### src/rtl/uart_tx_pkg.sv
package uart_tx_pkg;

    typedef enum logic [1:0] {
        PAR_NONE = 2'b00,
        PAR_ZERO = 2'b01,
        PAR_EVEN = 2'b10,
        PAR_ODD  = 2'b11
    } par_e;

    localparam logic [1:0] STOP_TWO = 2'b10;

    typedef struct packed {
        par_e       par;
        logic [1:0] stop;
        logic       lsb_first;
        logic       inv;
    } cfg_t;

endpackage

### src/rtl/uart_tx_baud.sv
module uart_tx_baud #(
    parameter int OVS = 16
) (
    input  logic clk,
    input  logic rst_n,
    input  logic tick_src0,
    input  logic tick_src1,
    input  logic clk_sel,
    input  logic run,
    input  logic restart,
    output logic bit_end
);
    localparam int CW = (OVS > 1) ? $clog2(OVS) : 1;
    localparam logic [CW-1:0] LAST = CW'(OVS - 1);

    logic          tick;
    logic [CW-1:0] cnt_d, cnt_q;

    always_comb begin
        tick    = clk_sel ? tick_src1 : tick_src0;
        bit_end = run && tick && (cnt_q == LAST);
        cnt_d   = cnt_q;
        if (restart) begin
            cnt_d = '0;
        end else if (run && tick) begin
            cnt_d = bit_end ? '0 : cnt_q + 1'b1;
        end
    end

    always_ff @(posedge clk or negedge rst_n) begin
        if (!rst_n) cnt_q <= '0;
        else        cnt_q <= cnt_d;
    end

    // bit timing restarts after every bit boundary
    assert_cnt_wrap_R2: assert property (@(posedge clk) disable iff (!rst_n)
        bit_end |=> (cnt_q == '0));

endmodule

### src/rtl/uart_tx_holdbuf.sv
module uart_tx_holdbuf #(
    parameter int DATA_W = 8
) (
    input  logic              clk,
    input  logic              rst_n,
    input  logic              wr_en,
    input  logic [DATA_W-1:0] wr_byte,
    input  logic              take,
    output logic              valid,
    output logic [DATA_W-1:0] data,
    output logic              overrun
);
    typedef struct packed {
        logic              valid;
        logic [DATA_W-1:0] data;
        logic              ovr;
    } hb_t;

    hb_t st_d, st_q;

    always_comb begin
        st_d = st_q;
        if (take) st_d.valid = 1'b0;
        if (wr_en) begin
            if (!st_q.valid || take) begin
                st_d.valid = 1'b1;
                st_d.data  = wr_byte;
            end else begin
                st_d.ovr = 1'b1;
            end
        end
    end

    always_ff @(posedge clk or negedge rst_n) begin
        if (!rst_n) st_q <= '0;
        else        st_q <= st_d;
    end

    assign valid   = st_q.valid;
    assign data    = st_q.data;
    assign overrun = st_q.ovr;

    assert_overrun_sticky_R9: assert property (@(posedge clk) disable iff (!rst_n)
        overrun |=> overrun);

    assert_full_write_dropped_R9: assert property (@(posedge clk) disable iff (!rst_n)
        (wr_en && valid && !take) |=> ($stable(data) && overrun));

endmodule

### src/rtl/uart_tx_serializer.sv
module uart_tx_serializer
    import uart_tx_pkg::*;
#(
    parameter int DATA_W = 8
) (
    input  logic              clk,
    input  logic              rst_n,
    input  logic              bit_end,
    input  logic              hold_valid,
    input  logic [DATA_W-1:0] hold_data,
    input  cfg_t              cfg_in,
    output logic              take,
    output logic              done,
    output logic              active,
    output logic              line_bit,
    output logic              inv_lat
);
    localparam int IW = $clog2(DATA_W + 4);
    localparam logic [IW-1:0] DATA_LAST = IW'(DATA_W);
    localparam logic [IW-1:0] PAR_IDX   = IW'(DATA_W + 1);

    typedef struct packed {
        logic              active;
        logic [IW-1:0]     idx;
        logic [DATA_W-1:0] sh;
        logic              par_bit;
        cfg_t              cfg;
    } ser_t;

    ser_t              st_d, st_q;
    logic [IW-1:0]     last_idx;
    logic              frame_end;
    logic [DATA_W-1:0] rev;

    always_comb begin
        for (int i = 0; i < DATA_W; i++) rev[i] = hold_data[DATA_W-1-i];
    end

    always_comb begin
        last_idx = DATA_LAST
                 + ((st_q.cfg.par != PAR_NONE) ? IW'(1) : IW'(0))
                 + ((st_q.cfg.stop == STOP_TWO) ? IW'(2) : IW'(1));
        frame_end = st_q.active && bit_end && (st_q.idx == last_idx);
        take      = hold_valid && (!st_q.active || frame_end);
        done      = frame_end;

        st_d = st_q;
        if (frame_end) begin
            st_d.active = 1'b0;
        end else if (st_q.active && bit_end) begin
            st_d.idx = st_q.idx + 1'b1;
            if (st_q.idx != '0 && st_q.idx <= DATA_LAST)
                st_d.sh = {st_q.sh[DATA_W-2:0], 1'b0};
        end
        if (take) begin
            st_d.active = 1'b1;
            st_d.idx    = '0;
            st_d.cfg    = cfg_in;
            st_d.sh     = cfg_in.lsb_first ? rev : hold_data;
            case (cfg_in.par)
                PAR_EVEN: st_d.par_bit = ^hold_data;
                PAR_ODD:  st_d.par_bit = ~^hold_data;
                default:  st_d.par_bit = 1'b0;
            endcase
        end

        if (st_q.idx == '0)
            line_bit = 1'b0;
        else if (st_q.idx <= DATA_LAST)
            line_bit = st_q.sh[DATA_W-1];
        else if (st_q.idx == PAR_IDX && st_q.cfg.par != PAR_NONE)
            line_bit = st_q.par_bit;
        else
            line_bit = 1'b1;
    end

    always_ff @(posedge clk or negedge rst_n) begin
        if (!rst_n) st_q <= '0;
        else        st_q <= st_d;
    end

    assign active  = st_q.active;
    assign inv_lat = st_q.cfg.inv;

    // a frame opens with a low start bit
    assert_start_low_R2: assert property (@(posedge clk) disable iff (!rst_n)
        take |=> (active && line_bit == 1'b0));

endmodule

### src/rtl/uart_tx_chan.sv
module uart_tx_chan
    import uart_tx_pkg::*;
#(
    parameter int DATA_W = 8,
    parameter int BUS_W  = 16,
    parameter int OVS    = 16
) (
    input  logic             clk,
    input  logic             rst_n,
    input  logic             tick_src0,
    input  logic             tick_src1,
    input  logic             clk_sel,
    input  logic [1:0]       par_mode,
    input  logic [1:0]       stop_mode,
    input  logic             lsb_first,
    input  logic             inv_out,
    input  logic             irq_sel,
    input  logic             wr_en,
    input  logic [BUS_W-1:0] wr_data,
    output logic             tx_out,
    output logic             busy,
    output logic             irq,
    output logic             overrun
);
    typedef struct packed {
        logic irq;
    } top_t;

    top_t              st_d, st_q;
    cfg_t              cfg_in;
    logic              bit_end, take, done, active, line_bit, inv_lat;
    logic              hold_valid;
    logic [DATA_W-1:0] hold_data;

    assign cfg_in = '{par: par_e'(par_mode), stop: stop_mode,
                      lsb_first: lsb_first, inv: inv_out};

    uart_tx_baud #(.OVS(OVS)) u_baud (
        .clk(clk), .rst_n(rst_n), .tick_src0(tick_src0), .tick_src1(tick_src1),
        .clk_sel(clk_sel), .run(active), .restart(take), .bit_end(bit_end)
    );

    uart_tx_holdbuf #(.DATA_W(DATA_W)) u_hold (
        .clk(clk), .rst_n(rst_n), .wr_en(wr_en), .wr_byte(wr_data[DATA_W-1:0]),
        .take(take), .valid(hold_valid), .data(hold_data), .overrun(overrun)
    );

    uart_tx_serializer #(.DATA_W(DATA_W)) u_ser (
        .clk(clk), .rst_n(rst_n), .bit_end(bit_end), .hold_valid(hold_valid),
        .hold_data(hold_data), .cfg_in(cfg_in), .take(take), .done(done),
        .active(active), .line_bit(line_bit), .inv_lat(inv_lat)
    );

    always_comb begin
        st_d.irq = irq_sel ? take : done;
    end

    always_ff @(posedge clk or negedge rst_n) begin
        if (!rst_n) st_q <= '0;
        else        st_q <= st_d;
    end

    assign tx_out = active ? (line_bit ^ inv_lat) : ~inv_out;
    assign busy   = active || hold_valid;
    assign irq    = st_q.irq;

    assert_irq_single_R11: assert property (@(posedge clk) disable iff (!rst_n)
        irq |=> !irq);

    assert_idle_level_R6: assert property (@(posedge clk) disable iff (!rst_n)
        !busy |-> (tx_out == !inv_out));

endmodule

### config.mk
export PLATFORM = sky130hd
export DESIGN_NAME = uart_tx_chan
export DESIGN_NICKNAME = d
export VERILOG_FILES = /design/src/rtl/uart_tx_pkg.sv /design/src/rtl/uart_tx_baud.sv /design/src/rtl/uart_tx_holdbuf.sv /design/src/rtl/uart_tx_serializer.sv /design/src/rtl/uart_tx_chan.sv
export SDC_FILE = /design/constraint.sdc
export NUM_CORES = 1
export LEC_CHECK = 0
export ABC_AREA = 0
export BUFFER_PORTS_ARGS = -buffer_cell sky130_fd_sc_hd__buf_4
export CAP_MARGIN = 10
export CORE_UTILIZATION = 55
export DETAILED_ROUTE_END_ITERATION = 10
export PLACE_DENSITY = 0.8
export SYNTH_ARGS = -nofsm -noshare
export SYNTH_HDL_FRONTEND = slang
export SYNTH_SLANG_ARGS = --single-unit
### constraint.sdc
create_clock -name clk -period 2.6 [get_ports clk]
set_clock_uncertainty 0.2 [all_clocks]
set_input_delay 0.39 -clock clk [delete_from_list [all_inputs] [get_ports clk]]
set_output_delay 0.39 -clock clk [all_outputs]
set_load 0.005 [all_outputs]
==> metrics.md <==
| Metric | Value |
|---|---|
| Status | `finished clean` |
| Register-to-Register Path Depth | `8` |
| Critical Path Max Stage Delay | `0.44 ns` |
| Final Routed Wirelength | `3439 um` |
| Mapped Cells | `156` |
| Area of the multi-input gates | `943.4 um^2` |
| Reg-to-reg slack, setup | `0.20 ns` |
| Top cell by count, worst path | `buf_4` |
| Mapped Area | `1862 um^2` |
| Crit-path cells | `buf_4 -> ha_1 -> nand4bb_1 -> o22ai_1 -> a21oi_1 -> xnor2_1 -> mux2i_1 -> buf_4` |
| Critical path depth | `8` |
| Worst EP required | `2.01 ns` |
| Adder-cell share of the synthesized area | `3.360%` |
| Syn avg cell area | `11.93 um^2` |
| Clk root buf | `clkbuf_4` |
| R2r startpoint | `u_ser.st_q[2]` |
| 1st-pass router iterations | `4` |
| Largest family of logic cells by synthesized area | `multiplexers` |
| Via-per-instance ratio | `5.462` |
| Main synth FF type | `dfrtp_1` |
| Setup-failing EPs final | `0` |
| Min-delay worst type | `in2reg` |
| Period minus WS final | `2.425 ns` |
| DR WL/cell | `14.70 um` |
| Synth warn | `0` |
| Post-Synth Simple-Gate Area | `10.08%` |
| Post-synth EDFFs | `0` |
| Grt total ovfl | `0` |
| Worst setup margin | `0.1745 ns` |
| ANT cells | `0` |
| TritonCTS Buffers | `5` |
| I/O Buffers | `24` |
| GRT Util Overall | `22.97%` |
| CP top delay family | `flip-flops` |
| RePlAce Congestion | `0.7376` |
| Layout cells sized above 1 | `32.63%` |
| # clock sinks | `34` |
| Syn nets | `190` |
| FILL cells | `241` |
| Die height | `60.18 um` |
| Hold Path Cell Cnt | `2` |
| Pwr/cell area | `595.6 nW/um^2` |
| Global-route wire length before repair | `6065 um` |
| Crit path DAT | `1.84 ns` |
| Nets@finish | `224` |
| RSZ-0062 raised after global routing | `no` |
| Die area | `3622 um^2` |
| Crit. End Element | `output port` |
| Crit path kind | `reg2out` |
| H-tree levels | `2` |
| Hold path start | `wr_en` |
| Synth Area in Compound Gates | `8.938%` |
| Final hold vios | `0` |
| Max Buffers Root-to-Sink | `2` |
| Initial antenna violation count | `0` |
| Worst R2R End | `u_ser.st_q[9]` |
| Top post-synthesis cells by area | `dfrtp_1, mux2i_1, mux2_2` |
| Asr flop ratio synth | `100.0%` |
| Fmax | `0.4123 GHz` |
| Crit-path max FO | `4` |
| Post-DP HPWL | `2669 um` |
| #FFs+latches synth | `34` |
| Drt drc | `0` |
| Core area | `3128 um^2` |
| Hold EP | `u_hold.valid` |
| Max cap viols | `0` |
| Period utilization | `93.29%` |
| Antenna-violating nets left | `0` |
| Area Overhead vs Synth | `16.33%` |
| Peak supply drop | `0.3288 mV` |
| Slew Limit Fails | `0` |
| Clock-pin transition on the worst setup and hold timing paths | `0.10 ns` |
| Critical-path top delay cell | `dfrtp_2` |
| DRT iter0 DRCs | `92` |
| CP startpoint kind | `flip-flop` |
| Mux contribution to synthesized area | `22.18%` |
| Yosys top cell area share | `45.70%` |
| Die X | `60.18 um` |
| Register area | `853.3 um^2` |
| Fin Setup TNS | `0 ns` |
| # IOs | `33` |
| Via count | `1,278` |
| P_leak | `1.064 nW` |
| Cell taking the most area after synthesis | `dfrtp_1` |
| Clock Latency Late Sink | `0.32 ns` |
| Library cells used by synthesis | `35` |
| Worst-margin pin slew | `0.4691 ns` |
| CTS tree | `yes` |
| Initial Util | `59.52%` |
| Dpl ws | `0.1877 ns` |
| Number of global-route vias before repair | `1,362` |
| XOR/XNOR share of the synthesized area | `6.116%` |
| Sequential fraction of the synthesis area | `45.70%` |
| Largest net degree at the start of global routing | `35` |
| Row count | `20` |
| Crit path buf inv count | `2` |
| Slew HR | `68.73%` |
## area by class of cell
class,instances,share of cell area (%)
Multi-Input combinational cell,110,43.56
Sequential cell,34,39.40
Timing Repair Buffer,32,11.21
Tap cell,44,2.542
Clock buffer,7,2.080
Inverter,7,1.213
## cell usage after synthesis, drive strengths merged (2+ instances only)
master / number
nor2: 7
xnor2: 9
xor2: 4
nor3: 2
nand2: 9
mux2i: 24
buf: 5
nand3: 2
dfrtp: 34
nand4: 2
a21o: 3
nand2b: 2
a31o: 2
inv: 7
mux2: 14
ha: 5
a21oi: 8
o21ai: 5
or3: 3
## registers in the layout, indices dropped and copies added (netlist names)
signal	cells
u_ser.active	1
u_hold.overrun	1
u_baud.cnt_q	4
u_ser.inv_lat	1
u_hold.valid	1
u_ser.st_q	17
irq	1
u_hold.data	8
## cells in the final DEF (no fill, tap or decap), types with 2 or more instances in the layout
master	Yosys	layout
mux2_2	10	10
inv_1	7	7
nand4_2	2	2
nand2_1	9	9
nor2_1	6	6
dfrtp_1	34	32
buf_4	1	31
xnor2_1	9	9
mux2_4	4	4
clkbuf_1	0	2
a21o_1	3	3
nor3_1	2	2
a21oi_1	8	8
dfrtp_2	0	2
mux2i_1	24	24
or3_1	3	3
o21ai_2	2	2
clkbuf_4	0	5
a31o_2	2	2
nand2b_1	2	2
xor2_1	4	4
o21ai_0	3	3
ha_1	5	5
## cells by family (layout without fill, tap and decap cells)
kind of cell,after synthesis,count (layout)
compound gates,23,23
fa+ha+maj,5,5
simple gates,31,31
mux,38,38
xor+xnor,13,13
flops,34,34
buf+inv,12,46
## per-layer routing
metal	track usage, %	vias to the layer above	share of wire, %
met1	26.45	628	40
met3	4.329	9	3.0
met4	9.635	0	2.0
met2	41.13	26	55
li1	-	615	-
met5	0	-	0
## per-stage QoR
step                util, %  hold slack (ns)  instances   power, W  instance area (um^2)
finish                69.24          0.06619        234   0.001290                  2166
floorplan                 -          -0.1056        156  0.0008944                  1862
global placement      66.68           0.1533        223  0.0009629                  2086
CTS                   68.44          0.05996        231   0.001265                  2141
global route          69.24          0.04856        234   0.001377                  2166
detailed placement    66.68           0.1607        223  0.0009984                  2086
## how the worst max path moves through the flow
stage                              start        endpoint
after floorplan            u_ser.st_q[2]   u_ser.inv_lat
after global placement     u_ser.st_q[2]  u_hold.data[6]
after detailed placement   u_ser.st_q[2]   u_ser.st_q[9]
after CTS                 u_ser.st_q[15]          tx_out
after global routing      u_ser.st_q[15]          tx_out
final                     u_ser.st_q[15]          tx_out
## what timing repair did
action	4_1_cts	5_1_grt
hold buffers	1	0
endpoints found under the hold margin	34	0
endpoints found under the setup margin	0	1
gates resized for setup	0	2
buffers inserted	0	3
## power by group
part / switching [W] / internal, W
Sequential: 0.0000623 / 0.000592
Combinational: 0.000182 / 0.000190
Clock: 0.000161 / 0.000102
Power figures use the tool's default switching activity.
